==> config.mk <==
export PLATFORM = sky130hd
export DESIGN_NAME = dual_pwm_interleave
export DESIGN_NICKNAME = d
export VERILOG_FILES = /design/src/rtl/dual_pwm_interleave.sv
export SDC_FILE = /design/constraint.sdc
export NUM_CORES = 1
export LEC_CHECK = 0
export BUFFER_PORTS_ARGS = -buffer_cell sky130_fd_sc_hd__buf_2
export CAP_MARGIN = 20
export CORE_MARGIN = 3
export CORE_UTILIZATION = 55
export CTS_CLUSTER_DIAMETER = 100
export DETAILED_ROUTE_END_ITERATION = 12
export MAX_ROUTING_LAYER = met4
export PLACE_DENSITY = 0.8
export SLEW_MARGIN = 20
export SYNTH_ARGS = -nofsm -noshare
export SYNTH_HDL_FRONTEND = slang
export SYNTH_SLANG_ARGS = --single-unit
==> constraint.sdc <==
create_clock -name clk -period 3.2 [get_ports clk]
set_input_delay 0.8 -clock clk [delete_from_list [all_inputs] [get_ports clk]]
set_output_delay 0.8 -clock clk [all_outputs]
set_load 0.03 [all_outputs]
==> src/rtl/dual_pwm_interleave.sv <==
module dual_pwm_interleave #(
  parameter int CLK_HZ   = 50_000_000,
  parameter int SW_HZ    = 250_000,
  parameter int DW       = 8,
  parameter int GATE_TMO = 64,
  localparam int PERIOD  = CLK_HZ / SW_HZ,
  localparam int HALF    = PERIOD / 2,
  localparam int CW      = $clog2(PERIOD + 1),
  localparam int TW      = $clog2(GATE_TMO + 1)
) (
  input  logic          clk,
  input  logic          rst_n,
  input  logic [DW-1:0] duty1,
  input  logic [DW-1:0] ss1,
  input  logic [DW-1:0] duty2,
  input  logic [DW-1:0] ss2,
  input  logic          hs_off_fb,
  input  logic          ls_off_fb,
  output logic          hs_en,
  output logic          ls_en,
  output logic          pwm2,
  output logic          gate_fault
);

  function automatic logic [CW-1:0] on_time(input logic [DW-1:0] d, input logic [DW-1:0] s);
    logic [DW-1:0]    eff;
    logic [DW+CW-1:0] prod;
    eff  = (d < s) ? d : s;
    prod = (DW+CW)'(eff) * (DW+CW)'(PERIOD);
    if (&eff) return CW'(PERIOD);
    return CW'(prod >> DW);
  endfunction

  logic [CW-1:0] cnt, p2, on1_q, on2_q;
  logic [TW-1:0] wcnt;
  logic dem1, dem2, waiting, timeout;

  assign p2   = (cnt >= CW'(HALF)) ? cnt - CW'(HALF) : cnt + CW'(PERIOD - HALF);
  assign dem1 = cnt < on1_q;
  assign dem2 = p2 < on2_q;

  assign waiting = dem1 ? (!hs_en && !(!ls_en && ls_off_fb))
                        : (!ls_en && !(!hs_en && hs_off_fb));
  assign timeout = waiting && (wcnt == TW'(GATE_TMO - 1));

  always_ff @(posedge clk or negedge rst_n) begin
    if (!rst_n) begin
      cnt   <= '0;
      on1_q <= '0;
      on2_q <= '0;
      pwm2  <= 1'b0;
    end else begin
      cnt  <= (cnt == CW'(PERIOD - 1)) ? '0 : cnt + 1'b1;
      if (cnt == CW'(PERIOD - 1)) on1_q <= on_time(duty1, ss1);
      if (cnt == CW'(HALF - 1))   on2_q <= on_time(duty2, ss2);
      pwm2 <= dem2;
    end
  end

  always_ff @(posedge clk or negedge rst_n) begin
    if (!rst_n)        wcnt <= '0;
    else if (!waiting) wcnt <= '0;
    else if (!timeout) wcnt <= wcnt + 1'b1;
  end

  always_ff @(posedge clk or negedge rst_n) begin
    if (!rst_n) begin
      hs_en      <= 1'b0;
      ls_en      <= 1'b0;
      gate_fault <= 1'b0;
    end else if (gate_fault || timeout) begin
      hs_en      <= 1'b0;
      ls_en      <= 1'b0;
      gate_fault <= 1'b1;
    end else if (dem1) begin
      ls_en <= 1'b0;
      if (!ls_en && ls_off_fb) hs_en <= 1'b1;
    end else begin
      hs_en <= 1'b0;
      if (!hs_en && hs_off_fb) ls_en <= 1'b1;
    end
  end

endmodule

Word level (Yosys, flattened, before mapping)
Cells that the tools add are included.
{ "totals": {"register_bits": 35, "input_bits": 36, "output_inout_bits": 4, "word_cells": 58} }
{ "op_classes": {"n_addsub": 4, "n_mul": 2, "order_cmp": 5, "eq_ne": 5, "n_mux": 21, "n_reduce_logical": 13} }
{ "ops": {"columns": ["cell", "n"], "rows": [
  ["8-bit 2-to-1 mux", 8],
  ["8-bit less-than comparator", 4],
  ["8-bit by 5-bit multiplier with 13-bit output (second input constant)", 2],
  ["8-bit AND reduction", 2],
  ["7-bit 2-to-1 mux", 2],
  ["1-bit 2-to-1 mux", 11],
  ["8-bit by 1-bit adder with 8-bit output (second input constant)", 1],
  ["8-bit by 7-bit adder with 8-bit output (second input constant)", 1],
  ["8-bit by 7-bit equality test with 1-bit output (second input constant)", 1],
  ["8-bit equality test (second input constant)", 1],
  ["8-bit by 7-bit greater-or-equal comparator with 1-bit output (second input constant)", 1],
  ["8-bit by 7-bit subtractor with 8-bit output (second input constant)", 1],
  ["7-bit by 1-bit adder with 7-bit output (second input constant)", 1],
  ["7-bit by 6-bit equality test with 1-bit output (second input constant)", 1],
  ["1-bit logical AND", 5],
  ["1-bit zero test", 4],
  ["3-bit by 1-bit inequality test with 1-bit output (second input constant)", 1],
  ["3-bit nonzero test", 1],
  ["2-bit inequality test (second input constant)", 1],
  ["1-bit logical OR", 1]
]} }

Depth between registers and ports, before layout
{ "logic_depth": {"ltp_word": 8, "ltp_mapped": 22, "depth_no_buf": 20} }

Worst setup path after synthesis
Ideal clock, no wire load.
{ "synth_path": {"kind": "input to register", "startpoint": "input port ss1[1]", "endpoint": "register on1_q[7]", "setup_ns": 0.094, "arrival_time_ns": 5.027, "required_time_ns": 3.106, "setup_slack_ns": -1.921, "stages": 20, "n_path_buf": 2, "path_cell_list": "inv_1 ha_1 or4_1 a21oi_1 a211oi_1 and2b_2 clkbuf_1 clkbuf_1 o21ai_0 ha_1 ha_1 fa_1 ha_1 nor2b_1 o21ai_0 a21boi_0 o21ai_0 a21boi_0 o2111a_1 a211oi_1"} }
{ "synth_via": {"elab_chain_len": 6, "word_cells_on_any_way": 7, "classes_between": "mul (1); order compare (1); mux (4); reduce/logical (1)"} }
{ "synth_rtl": {"columns": ["element", "line", "rtl"], "rows": [
  ["start, declared", "14", "input logic [DW-1:0] ss1,"],
  ["8-bit less-than comparator", "28", "eff = (d < s) ? d : s;"],
  ["8-bit 2-to-1 mux *", "28", null],
  ["parallel branches: the longest is 3 deep, another holds 8-bit by 5-bit multiplier with 13-bit output", null, null],
  ["8-bit 2-to-1 mux *", "31", "return CW'(prod >> DW);"],
  ["end signal, assigned", "54", "if (cnt == CW'(PERIOD - 1)) on1_q <= on_time(duty1, ss1);"],
  ["end, declared", "34", "logic [CW-1:0] cnt, p2, on1_q, on2_q;"]
]} }
Mark *: on every way between the ends. The select of a mux whose other input is x is not followed.
A chain may end at the register's enable or synchronous reset.

Final worst setup path
{ "layout_path": {"startpoint": "input port ss1[3]", "endpoint": "register on1_q[6]"} }
The elaborated chain is that of the path after synthesis.

==> run_results.csv <==
group,metric,value,unit
layout,fillCellCount,275,
timing,whs,0.514,ns
floorplan,ioPinCount,40,
setup_path,end_kind,"flop",
yosys,syn_avg_cell_area,8.83,µm²
clocking,cts_tree,"done",
clocking,clkSlewWorstSetupHoldPaths,0.07,ns
drt,viasPerCell,6.97,
drt,wl,19.0,mm
timing,rsz0062_at_grt,"yes",
yosys,synth-compound-area-share,18.6,%
grt,grt_overflow,0,
status,violations,"negative setup slack",
setup_path,cp-start-kind,"input pin",
layout,synthToLayoutAreaGrowth,56.8,%
yosys,netlist_instances,449,
setup_path,crit_arrival,4.96,ns
clocking,clk_latency,0.31,ns
floorplan,core-area,6910,µm²
yosys,synth-seq-cells,35,
setup_path,r2r_cells,11,
floorplan,initial_core_util,57.4,%
yosys,synth_top_area_share,27.1,%
grt,antenna_found_initial,0,
setup_path,slowest_delay,0.55,ns
place,dp_cells,663,
drt,dr.pass1.iters,8,
clocking,cts_root_buf,"clkbuf_8",
grt,grt_max_degree,36,
layout,stdcell_count,697,
power,pwr-share-clk,8.9,%
yosys,seq_area_frac_synth,22.1,%
power,p_leak,3.00,nW
power,comb_power_share,76.3,%
setup_path,crit_chain,"buf_8 > inv_4 > ha_4 > or4_4 > a21oi_2 > a211oi_2 > and2b_2 > buf_6 > mux2i_4 > inv_1 > ha_1 > inv_1 > ha_1 > ha_4 > ha_4 > nand2_1 > o21ai_1 > nor4b_2 > o31a_2 > a211oi_2",
layout,nets,729,
grt,grtUsageTotal,32.3,%
yosys,yosys_warnings,0,
min_path,worstHoldPathCells,2,
floorplan,die_h,90.9,µm
drt,drc,0,
power,p_sw_share,45.9,%
yosys,synth_fa_ha_area_share,30.2,%
clocking,clockBufferDepth,2,
setup_path,rrSetupSlack,-0.03,ns
min_path,min_path_type,"reg2reg",
yosys,muxShareOfSynthArea,2.84,%
grt,grtUsageMet1,34.1,%
setup_path,path_delay_family,"simple AND/OR/NAND/NOR gates",
yosys,synth.distinct_cells,59,
drt,dr_total_vias,4857,
timing,period_minus_slack,4.80,ns
timing,fin_worst_skew,0.0126,ns
setup_path,cp_common_cell,"ha_4",
power,p_seq_share,14.8,%
yosys,synth_xor_area_share,4.86,%
place,dp_hpwl,7.88,mm
grt,top_usage_layer,"met2",
yosys,yosysTopAreaCell,"ha_1",
timing,min_period_over_period,150,%
yosys,synth_edf_count,0,
timing,setup_viol_count_final,17,
clocking,cts_made_buffers,5,
floorplan,die-area,8260,µm²
yosys,synth_ff_type,"dfrtp_1",
drt,drt_iter0_drc,561,
drt,avgRoutedWirePerCell,27.2,µm
timing,setup_ws,-1.60,ns
status,status,"finished, violations left",
yosys,synth.area.top_cells,"ha_1, dfrtp_1, inv_1, o21ai_0, nand2_1",
place,numPortBuffers,39,
flow_run,cap_violations,0,
power,vdd_drop_max,0.396,mV
power,power_density,633,nW/µm²
power,p_int,2.13,mW
setup_path,required,3.36,ns
floorplan,rows,30,
place,globalplace.congestion,0.846,
power,p_switching,1.80,mW
layout,multi_input_area,3680,µm²
grt,grt_pass1_wl,21.2,mm
setup_path,cpMaxStageDelayCell,"or4_4",
layout,fin_util,90.0,%
grt,use_met3,5.33,%
layout,diodes,0,
setup_path,crit_buf_inv,5,
place,place_ws,-1.74,ns
timing,slew_headroom,46.9,%
yosys,syn-num-nets,577,
yosys,postSynth.asyncResetShare,100,%
place,post_dp_cell_area,5140,µm²
setup_path,critPathKind,"in2reg",
timing,hold_viol,0,
yosys,synthesis.area,3960,µm²
grt,use_met2,57.8,%
timing,tightestPinTransition,0.797,ns
layout,final_cell_mix,"buf_4, ha_1, inv_1, ha_4, dfrtp_1",
layout,final_cell_area,6220,µm²
layout,final_common_cell,"buf_4",
grt,grt_pass1_vias,4551,
layout,seq_area,876,µm²
clocking,numClockSinks,35,
yosys,synth_top_family_by_area,"adder cells",
setup_path,worst-path-stages,20,
floorplan,die_width,90.9,µm
clocking,hold_buffers,0,
setup_path,cp_max_fo,4,
timing,max_freq,0.208,GHz
drt,ant_nets,0,
layout,layout-drive-gt1-share,48.1,%
timing,drv_slew,0,
clocking,h-tree-depth,2,
yosys,synthSimpleGateAreaFrac,14.7,%
-- cell type report --
type | count | share of cell area (%)
clock inverter | 1 | 0.0805
tap | 96 | 1.93
timing repair buffer | 154 | 19.2
inverter | 61 | 4.25
multi-input combinational | 344 | 59.1
sequential | 35 | 14.1
clock buffer | 6 | 1.33
-- power by group through the flow --
stage / sequential (mW) / clock [mW] / combinational [mW]
detailed placement: 0.565 / 0 / 1.71
CTS: 0.556 / 0.327 / 2.07
global placement: 0.560 / 0 / 1.62
floorplan: 0.570 / 0 / 1.08
finish: 0.583 / 0.349 / 3.00
global route: 0.585 / 0.354 / 3.09
-- through the flow --
stage	power (mW)	TNS, ns
CTS	2.95	-14.98
global placement	2.18	-21.08
finish	3.93	-19.74
detailed placement	2.28	-22.66
floorplan	1.65	-16.96
global route	4.03	-20.45
-- synth_stat cells, types with 6 or more instances --
| cell type | instances |
|---|---|
| and3_1 | 6 |
| o21ai_0 | 26 |
| dfrtp_1 | 35 |
| a21oi_1 | 12 |
| mux2i_1 | 9 |
| nand2b_1 | 6 |
| nand2_1 | 34 |
| nand3_1 | 11 |
| xor2_1 | 10 |
| clkbuf_1 | 10 |
| inv_1 | 61 |
| fa_1 | 6 |
| a21o_1 | 8 |
| nor2_1 | 30 |
| nor3_1 | 7 |
| ha_1 | 86 |
| xnor2_1 | 12 |
-- state kept, by name (all words and copies together), names as in the netlist --
signal      cells
ls_en           1
cnt             8
pwm2            1
gate_fault      1
hs_en           1
wcnt            7
on1_q           8
on2_q           8
-- worst min-delay path: stages (launching register included) --
cell	delay [ns]
dfrtp_1	0.38
nand2_1	0.06
nor2_1	0.04
-- worst paths after layout --
| check | from | to |
|---|---|---|
| setup / recovery | ss1[3] | on1_q[6]$_DFFE_PN0N_ |
| hold / removal | wcnt[6]$_DFFE_PN0P_ | wcnt[6]$_DFFE_PN0P_ |
| setup reg to reg | cnt[2]$_DFF_PN0_ | pwm2$_DFF_PN0_ |
| hold reg to reg | wcnt[6]$_DFFE_PN0P_ | wcnt[6]$_DFFE_PN0P_ |
| max in group asynchronous | rst_n | on1_q[4]$_DFFE_PN0N_ |
| min in group asynchronous | rst_n | on2_q[6]$_DFFE_PN0N_ |
-- kinds of logic after synthesis --
kind of cell,Yosys count
buffers and inverters,71
AND/OR/NAND/NOR,119
AO/OA/AOI/OAI,99
XOR/XNOR,22
adder cells (fa/ha/maj),92
multiplexers,11
flip-flops,35
-- repair_timing --
item / CTS / global route
pin swaps: 45 / 45
gates resized for setup: 77 / 73
endpoints found under the setup margin: 16 / 16
buffers inserted: 11 / 16
gates cloned: 1 / 0
-- per-layer routing --
| layer | vias up | routed length, µm |
|---|---|---|
| li1 | 1903 | - |
| met1 | 2242 | 6370 |
| met2 | 494 | 8420 |
| met3 | 218 | 2200 |
| met4 | 0 | 2000 |
| met5 | - | 0 |
(Power assumes the default switching activity.)
